File: src/rtl/sysbus_pkg.sv
`timescale 1ns/1ps
package sysbus_pkg;

    localparam int NUM_TGT   = 6;
    localparam int TGT_IDX_W = $clog2(NUM_TGT);

    localparam int TGT_BOOT = 0;
    localparam int TGT_XRAM = 1;
    localparam int TGT_IRAM = 2;
    localparam int TGT_IO   = 3;
    localparam int TGT_GFX  = 4;
    localparam int TGT_CART = 5;

    typedef enum logic [1:0] {
        SZ_BYTE = 2'b00,
        SZ_HALF = 2'b01,
        SZ_WORD = 2'b10,
        SZ_BAD  = 2'b11
    } acc_size_e;

    typedef enum logic [3:0] {
        RG_NONE,
        RG_BOOT,
        RG_XRAM,
        RG_IRAM,
        RG_IO,
        RG_GFX,
        RG_CART_WR,
        RG_CART_RO
    } region_e;

    // Effective request after the debug override is applied
    typedef struct packed {
        logic      valid;
        logic      write;
        logic      debug;
        acc_size_e size;
        logic [31:0] addr;
    } bus_req_t;

    // Route decision for one cycle
    typedef struct packed {
        logic [TGT_IDX_W-1:0] idx;
        logic                 mapped;
        logic                 writable;
    } route_t;

    // Clears the address bits below the access width
    function automatic logic [31:0] size_align_mask(acc_size_e sz);
        case (sz)
            SZ_HALF: return 32'hFFFF_FFFE;
            SZ_WORD: return 32'hFFFF_FFFC;
            default: return 32'hFFFF_FFFF;
        endcase
    endfunction

    // Keeps only the data lanes the access size covers
    function automatic logic [31:0] lane_mask(acc_size_e sz);
        case (sz)
            SZ_BYTE: return 32'h0000_00FF;
            SZ_HALF: return 32'h0000_FFFF;
            default: return 32'hFFFF_FFFF;
        endcase
    endfunction

    function automatic route_t region_route(region_e rg);
        route_t r;
        r = '{idx: '0, mapped: 1'b0, writable: 1'b0};
        case (rg)
            RG_BOOT:    r = '{idx: TGT_IDX_W'(TGT_BOOT), mapped: 1'b1, writable: 1'b0};
            RG_XRAM:    r = '{idx: TGT_IDX_W'(TGT_XRAM), mapped: 1'b1, writable: 1'b1};
            RG_IRAM:    r = '{idx: TGT_IDX_W'(TGT_IRAM), mapped: 1'b1, writable: 1'b1};
            RG_IO:      r = '{idx: TGT_IDX_W'(TGT_IO),   mapped: 1'b1, writable: 1'b1};
            RG_GFX:     r = '{idx: TGT_IDX_W'(TGT_GFX),  mapped: 1'b1, writable: 1'b1};
            RG_CART_WR: r = '{idx: TGT_IDX_W'(TGT_CART), mapped: 1'b1, writable: 1'b1};
            RG_CART_RO: r = '{idx: TGT_IDX_W'(TGT_CART), mapped: 1'b1, writable: 1'b0};
            default:    r = '{idx: '0, mapped: 1'b0, writable: 1'b0};
        endcase
        return r;
    endfunction

endpackage

File: src/rtl/sysbus_region_decode.sv
`timescale 1ns/1ps
module sysbus_region_decode
    import sysbus_pkg::*;
#(
    parameter logic [7:0] BOOT_PAGE  = 8'h00,
    parameter logic [7:0] XRAM_PAGE  = 8'h02,
    parameter logic [7:0] IRAM_PAGE  = 8'h03,
    parameter logic [7:0] IO_PAGE    = 8'h04,
    parameter logic [7:0] PAL_PAGE   = 8'h05,
    parameter logic [7:0] VRAM_PAGE  = 8'h06,
    parameter logic [7:0] OAM_PAGE   = 8'h07,
    parameter logic [7:0] CART_FIRST = 8'h08,
    parameter logic [7:0] CART_LAST  = 8'h0D,
    parameter logic [7:0] SAVE_FIRST = 8'h0E,
    parameter logic [7:0] SAVE_LAST  = 8'h0F
) (
    input  logic [7:0] page,
    output region_e    region
);
    logic in_cart;
    logic in_save;
    logic cart_wr_edge;

    always_comb begin
        in_cart      = (page >= CART_FIRST) && (page <= CART_LAST);
        in_save      = (page >= SAVE_FIRST) && (page <= SAVE_LAST);
        cart_wr_edge = (page == CART_FIRST) || (page == CART_LAST);

        if (page == BOOT_PAGE)
            region = RG_BOOT;
        else if (page == XRAM_PAGE)
            region = RG_XRAM;
        else if (page == IRAM_PAGE)
            region = RG_IRAM;
        else if (page == IO_PAGE)
            region = RG_IO;
        else if ((page == PAL_PAGE) || (page == VRAM_PAGE) || (page == OAM_PAGE))
            region = RG_GFX;
        else if (in_save || (in_cart && cart_wr_edge))
            region = RG_CART_WR;
        else if (in_cart)
            region = RG_CART_RO;
        else
            region = RG_NONE;
    end

endmodule

File: src/rtl/sysbus_addr_fold.sv
`timescale 1ns/1ps
module sysbus_addr_fold
    import sysbus_pkg::*;
#(
    parameter int unsigned XRAM_AW      = 18,
    parameter int unsigned IRAM_AW      = 15,
    parameter int unsigned IO_AW        = 11,
    parameter logic [15:0] IO_ALIAS_LOW = 16'h8000,
    parameter logic [31:0] IO_ALIAS_OFS = 32'h0000_0800
) (
    input  region_e     region,
    input  acc_size_e   size,
    input  logic [31:0] addr,
    output logic [31:0] offset
);
    localparam logic [31:0] XRAM_MASK = (32'h1 << XRAM_AW) - 32'h1;
    localparam logic [31:0] IRAM_MASK = (32'h1 << IRAM_AW) - 32'h1;
    localparam logic [31:0] IO_MASK   = (32'h1 << IO_AW) - 32'h1;

    logic [31:0] amask;
    logic        io_alias_hit;

    always_comb begin
        amask        = size_align_mask(size);
        io_alias_hit = ((addr[15:0] & amask[15:0]) == IO_ALIAS_LOW);
        case (region)
            RG_XRAM: offset = addr & XRAM_MASK & amask;
            RG_IRAM: offset = addr & IRAM_MASK & amask;
            RG_IO:   offset = io_alias_hit ? IO_ALIAS_OFS : (addr & IO_MASK & amask);
            default: offset = addr;
        endcase
    end

endmodule

File: src/rtl/sysbus_route.sv
`timescale 1ns/1ps
module sysbus_route
    import sysbus_pkg::*;
(
    input  logic               clk,
    input  logic               rst,
    input  bus_req_t           req,
    input  region_e            region,
    output logic [NUM_TGT-1:0] sel,
    output logic               we,
    output logic               io_rd
);
    route_t rt;
    logic   go;

    always_comb begin
        rt = region_route(region);
        go = req.valid && (req.size != SZ_BAD) && rt.mapped
             && (!req.write || rt.writable);
    end

    for (genvar t = 0; t < NUM_TGT; t++) begin : g_sel
        assign sel[t] = go && (rt.idx == TGT_IDX_W'(t));
    end

    assign we    = go && req.write;
    assign io_rd = go && !req.write && !req.debug && (rt.idx == TGT_IDX_W'(TGT_IO));

    // never more than one target selected
    a_r1_sel_onehot: assert property (@(posedge clk) disable iff (rst)
        $onehot0(sel));

    // invalid size code never reaches a target
    a_r9_bad_size_idle: assert property (@(posedge clk) disable iff (rst)
        (req.size == SZ_BAD) |-> (sel == '0));

endmodule

File: src/rtl/sysbus_read_return.sv
`timescale 1ns/1ps
module sysbus_read_return
    import sysbus_pkg::*;
(
    input  logic               clk,
    input  logic               rst,
    input  logic [NUM_TGT-1:0] sel,
    input  logic               rd,
    input  acc_size_e          size,
    input  logic [31:0]        src [NUM_TGT],
    output logic [31:0]        resp
);
    logic [31:0] picked [NUM_TGT];
    logic [31:0] merged;
    logic [31:0] resp_d;

    for (genvar t = 0; t < NUM_TGT; t++) begin : g_pick
        assign picked[t] = sel[t] ? src[t] : 32'h0;
    end

    always_comb begin
        merged = 32'h0;
        for (int t = 0; t < NUM_TGT; t++)
            merged = merged | picked[t];
        resp_d = rd ? (merged & lane_mask(size)) : 32'h0;
    end

    always_ff @(posedge clk) begin
        if (rst)
            resp <= 32'h0;
        else
            resp <= resp_d;
    end

    // byte reads come back with the upper lanes cleared
    a_r10_byte_zero_ext: assert property (@(posedge clk) disable iff (rst)
        (rd && size == SZ_BYTE) |=> (resp[31:8] == 24'h0));

    // no read this cycle gives a zero response next cycle
    a_r10_idle_zero: assert property (@(posedge clk) disable iff (rst)
        (!rd) |=> (resp == 32'h0));

endmodule

File: src/rtl/sysbus_decoder.sv
`timescale 1ns/1ps
module sysbus_decoder
    import sysbus_pkg::*;
#(
    parameter logic [7:0]  BOOT_PAGE    = 8'h00,
    parameter logic [7:0]  XRAM_PAGE    = 8'h02,
    parameter logic [7:0]  IRAM_PAGE    = 8'h03,
    parameter logic [7:0]  IO_PAGE      = 8'h04,
    parameter logic [7:0]  PAL_PAGE     = 8'h05,
    parameter logic [7:0]  VRAM_PAGE    = 8'h06,
    parameter logic [7:0]  OAM_PAGE     = 8'h07,
    parameter logic [7:0]  CART_FIRST   = 8'h08,
    parameter logic [7:0]  CART_LAST    = 8'h0D,
    parameter logic [7:0]  SAVE_FIRST   = 8'h0E,
    parameter logic [7:0]  SAVE_LAST    = 8'h0F,
    parameter int unsigned XRAM_AW      = 18,
    parameter int unsigned IRAM_AW      = 15,
    parameter int unsigned IO_AW        = 11,
    parameter logic [15:0] IO_ALIAS_LOW = 16'h8000,
    parameter logic [31:0] IO_ALIAS_OFS = 32'h0000_0800
) (
    input  logic        clk,
    input  logic        rst,
    input  logic        req_valid,
    input  logic        req_write,
    input  logic [1:0]  req_size,
    input  logic [31:0] req_addr,
    input  logic [31:0] req_wdata,
    input  logic        req_debug,
    output logic [5:0]  tgt_sel,
    output logic [31:0] tgt_addr,
    output logic [1:0]  tgt_size,
    output logic        tgt_we,
    output logic [31:0] tgt_wdata,
    output logic        io_rd_strobe,
    input  logic [31:0] rom_rdata,
    input  logic [31:0] xram_rdata,
    input  logic [31:0] iram_rdata,
    input  logic [31:0] io_rdata,
    input  logic [31:0] gfx_rdata,
    input  logic [31:0] cart_rdata,
    output logic [31:0] resp_rdata
);
    bus_req_t    req;
    region_e     region;
    logic [31:0] src [NUM_TGT];
    logic [NUM_TGT-1:0] sel;
    logic        we;

    // Debug access: forced byte read, same routing, no side effects
    always_comb begin
        req.valid = req_valid || req_debug;
        req.write = req_debug ? 1'b0 : req_write;
        req.debug = req_debug;
        req.size  = req_debug ? SZ_BYTE : acc_size_e'(req_size);
        req.addr  = req_addr;
    end

    sysbus_region_decode #(
        .BOOT_PAGE (BOOT_PAGE),  .XRAM_PAGE (XRAM_PAGE), .IRAM_PAGE (IRAM_PAGE),
        .IO_PAGE   (IO_PAGE),    .PAL_PAGE  (PAL_PAGE),  .VRAM_PAGE (VRAM_PAGE),
        .OAM_PAGE  (OAM_PAGE),   .CART_FIRST(CART_FIRST), .CART_LAST(CART_LAST),
        .SAVE_FIRST(SAVE_FIRST), .SAVE_LAST (SAVE_LAST)
    ) u_region (
        .page   (req.addr[31:24]),
        .region (region)
    );

    sysbus_addr_fold #(
        .XRAM_AW     (XRAM_AW),
        .IRAM_AW     (IRAM_AW),
        .IO_AW       (IO_AW),
        .IO_ALIAS_LOW(IO_ALIAS_LOW),
        .IO_ALIAS_OFS(IO_ALIAS_OFS)
    ) u_fold (
        .region (region),
        .size   (req.size),
        .addr   (req.addr),
        .offset (tgt_addr)
    );

    sysbus_route u_route (
        .clk    (clk),
        .rst    (rst),
        .req    (req),
        .region (region),
        .sel    (sel),
        .we     (we),
        .io_rd  (io_rd_strobe)
    );

    assign src[TGT_BOOT] = rom_rdata;
    assign src[TGT_XRAM] = xram_rdata;
    assign src[TGT_IRAM] = iram_rdata;
    assign src[TGT_IO]   = io_rdata;
    assign src[TGT_GFX]  = gfx_rdata;
    assign src[TGT_CART] = cart_rdata;

    sysbus_read_return u_ret (
        .clk  (clk),
        .rst  (rst),
        .sel  (sel),
        .rd   ((|sel) && !we),
        .size (req.size),
        .src  (src),
        .resp (resp_rdata)
    );

    assign tgt_sel   = sel;
    assign tgt_we    = we;
    assign tgt_size  = req.size;
    assign tgt_wdata = req_wdata & lane_mask(req.size);

    // boot ROM never receives a write
    a_r7_rom_no_write: assert property (@(posedge clk) disable iff (rst)
        tgt_we |-> !tgt_sel[TGT_BOOT]);

    // debug reads never strobe the I/O port
    a_r12_debug_quiet: assert property (@(posedge clk) disable iff (rst)
        req_debug |-> (!io_rd_strobe && !tgt_we));

    // a read request never produces a write enable
    a_r11_no_we_on_read: assert property (@(posedge clk) disable iff (rst)
        !req_write |-> !tgt_we);

    // external RAM offset stays inside its mirror window
    a_r2_xram_window: assert property (@(posedge clk) disable iff (rst)
        tgt_sel[TGT_XRAM] |-> ((tgt_addr >> XRAM_AW) == 32'h0));

    // cartridge writes only from the writable page codes
    a_r6_cart_write_pages: assert property (@(posedge clk) disable iff (rst)
        (tgt_we && tgt_sel[TGT_CART]) |->
        ((req_addr[31:24] == CART_FIRST) || (req_addr[31:24] == CART_LAST) ||
         ((req_addr[31:24] >= SAVE_FIRST) && (req_addr[31:24] <= SAVE_LAST))));

endmodule

File: config.mk
export PLATFORM = sky130hd
export DESIGN_NAME = sysbus_decoder
export DESIGN_NICKNAME = d
export VERILOG_FILES = /design/src/rtl/sysbus_pkg.sv /design/src/rtl/sysbus_region_decode.sv /design/src/rtl/sysbus_addr_fold.sv /design/src/rtl/sysbus_route.sv /design/src/rtl/sysbus_read_return.sv /design/src/rtl/sysbus_decoder.sv
export SDC_FILE = /design/constraint.sdc
export NUM_CORES = 1
export LEC_CHECK = 0
export CAP_MARGIN = 20
export CORE_AREA = 2 2 141 143
export CTS_CLUSTER_DIAMETER = 100
export DETAILED_ROUTE_END_ITERATION = 12
export DIE_AREA = 0 0 143 145
export PLACE_DENSITY = 0.65
export REMOVE_ABC_BUFFERS = 1
export SETUP_SLACK_MARGIN = 0.02
export SLEW_MARGIN = 40
export SYNTH_ARGS = -nofsm -noshare
export SYNTH_HDL_FRONTEND = slang
export SYNTH_SLANG_ARGS = --single-unit
File: constraint.sdc
create_clock -name clk -period 2.7 [get_ports clk]
set_clock_uncertainty 0.15 [all_clocks]
set_input_delay 0.405 -clock clk [delete_from_list [all_inputs] [get_ports clk]]
set_output_delay 0.405 -clock clk [all_outputs]
set_load 0.01 [all_outputs]
==> results.yml <==
critical_path:
  critical_path_class: "input pin to output port"
  crit_path_start_kind: "input pin"
  path_max_fanout: 4
  arrival_ns: 2.05
  crit_path_end_kind: "output port"
  worstPathRequired_ns: 2.14
yosys:
  ys.warnings.count: 0
  async_reset_ff_share_pct: 0
  yosysUniqueCellTypes: 50
  synthCells: 447
  syn_area_per_cell_um2: 7.69
  synth_seq_cells: 32
  synth_edf_count: 0
  synth.yosys.seq_area_share_pct: 18.6
  ys.flop_type: "dfxtp_1"
  syn-cell-area_um2: 3440
min_path:
  hold_start: "req_addr[27]"
  hp-class: "input pin to flip-flop"
  hold_depth: 4
  hold-path-endpoint: "u_ret.resp[5]"
sta:
  fin_crit_ns: 2.60
  final.setup.tns_ns: 0
  final_max_slew_viol_count: 0
  slew_headroom_pct: 56.8
  worst_slew_pin_slew_ns: 0.648
  min_period_over_period_pct: 96.3
  setup_viol: 0
  fmaxAchievable_ghz: 0.385
  hold_ws_ns: 0.618
  hold_viol_final: 0
  rsz0062_at_grt: "false"
floorplanning:
  dieArea_um2: 20700
  io_pins: 369
  core_um2: 19200
  die_w_um: 143
  rows: 51
  floorplan.initialDensity_pct: 17.9
  die_h_um: 145
layout:
  top_regs: "u_ret.resp: 32 flops"
  top_register: "u_ret.resp"
  final_nets: 1067
  layout_common_cells: "clkdlybuf4s50_1, buf_4, o21ai_0"
  largest_reg_flops: 32
  drive_gt1_share_pct: 16.5
  final_common_cell: "clkdlybuf4s50_1"
  area_delta_synth_final_pct: 123
  n_antenna_cell: 0
placed_design:
  numPortBuffers: 352
  globalplace.congestion: 0.824
  post-dp-hpwl_um: 17500
clock_tree:
  clock_path_buffers: 2
  cts_tree: "built"
  cts_max_level: 2
  clk_pin_slew_ns: 0.06
  cts_root_buffer: "clkbuf_16"
  numCtsBuffers: 5
  clock_sinks: 32
job:
  cap_violations: 0
status:
  run_status: "finished, final reports clean"
global_route:
  first_global_vias: 5015
  grt_max_degree: 71
  grt_pass1_wl_um: 30100
  globalRoute.totalOverflow: 0
  grt_usage_pct: 19.4
  antenna_found_initial: 0
drt:
  drt_iter0_markers: 174
  avgRoutedWirePerCell_um: 20.0
  drt_first_pass_iters: 4
  viasPerCell: 4.64
  drc_errors: 0
  ant_nets: 0
  num_vias: 4949
  finalWirelength_um: 21300
power:
  irDropWorstVdd_v: 0.000182
  leakage_nw: 2.99
  power.density_nw_per_um2: 261
[per-stage QoR]
stage	total power [mW]	utilization [%]	instances	setup WS [ns]	instance area (um2)
2_1_floorplan	0.701	-	383	-0.397	3070
3_3_place_gp	1.33	38.1	1049	-0.730	7310
3_5_place_dp	1.34	38.1	1049	-0.754	7320
4_1_cts	2.02	39.7	1067	0.0258	7620
5_1_grt	2.09	39.9	1067	0.0274	7650
6_report	2.00	39.9	1067	0.0999	7650
[worst max-delay path: stages]
cell and delay [ns]:
buf_6 0.10, or4_4 0.56, a2111o_1 0.41, buf_6 0.17, nor4_4 0.21, buf_4 0.18
[cell type report]
class,count,area [um2]
sequential,32,641
multi-input combinational,346,2520
tap,265,332
inverter,5,18.8
timing repair buffer,411,3970
clock inverter,3,42.5
clock buffer,5,125
fill,1952,11600
[timing repair]
action / in CTS / in global routing
endpoints found under the setup margin: 34 / 19
setup buffers: 10 / 0
hold buffers: 0 / 0
resized for setup: 90 / 16
pin swaps: 10 / 2
[metal layers]
metal  up-vias  GRT usage, %  part of all wire, %
met5         -             0                    0
met1      2276          21.8                   38
met3        28          3.60                  7.0
met4         0          5.40                  2.2
li1       2381             -                    -
met2       264          36.7                   53
[power by group]
group          switching [mW]  internal, mW
sequential           0.000418         0.474
combinational           0.308         0.548
clock                   0.235         0.434
total                   0.543          1.46
[how the worst max path moves through the flow]
stage                      start           end  slack, ns
CTS                 req_addr[27]   tgt_addr[1]       0.03
floorplan           req_addr[29]    tgt_sel[0]      -0.40
global placement    req_addr[29]  io_rd_strobe      -0.73
finish              req_addr[28]  io_rd_strobe        0.1
detailed placement  req_addr[29]  io_rd_strobe      -0.75
global route        req_addr[29]    tgt_sel[3]       0.03
[cell families (layout without fill, tap and decap cells)]
family / after synthesis / count (layout) / synth area share (%)
adders and majority gates: 3 / 3 / 1.09
and+or+nand+nor: 141 / 141 / 26.4
AOI/OAI and AO/OA: 184 / 184 / 37.2
buffers and inverters: 69 / 424 / 11.1
muxes: 18 / 18 / 5.50
DFF: 32 / 32 / 18.6
[synth_stat cells (all sizes together) (4+ instances only)]
| library cell | count | area [um2] |
|---|---|---|
| and3b | 8 | 70.1 |
| o21ai | 46 | 230 |
| a221oi | 5 | 43.8 |
| a31o | 8 | 70.1 |
| buf | 19 | 139 |
| a21o | 6 | 45.0 |
| mux2i | 11 | 110 |
| nor3 | 4 | 31.3 |
| inv | 4 | 15.0 |
| o211ai | 6 | 45.0 |
| dfxtp | 32 | 641 |
| nor3b | 17 | 128 |
| clkbuf | 44 | 215 |
| nor2 | 9 | 36.3 |
| mux2 | 7 | 78.8 |
| a22oi | 41 | 308 |
| a22o | 21 | 189 |
| nor2b | 23 | 144 |
| o2111ai | 5 | 43.8 |
| and2 | 30 | 188 |
| nand2 | 18 | 72.6 |
| o22ai | 17 | 106 |
| a21boi | 6 | 45.1 |
| nand2b | 10 | 62.6 |
| a21oi | 19 | 95.1 |
| nor4 | 9 | 56.3 |
Note: power is estimated with default switching activity, not from simulation.
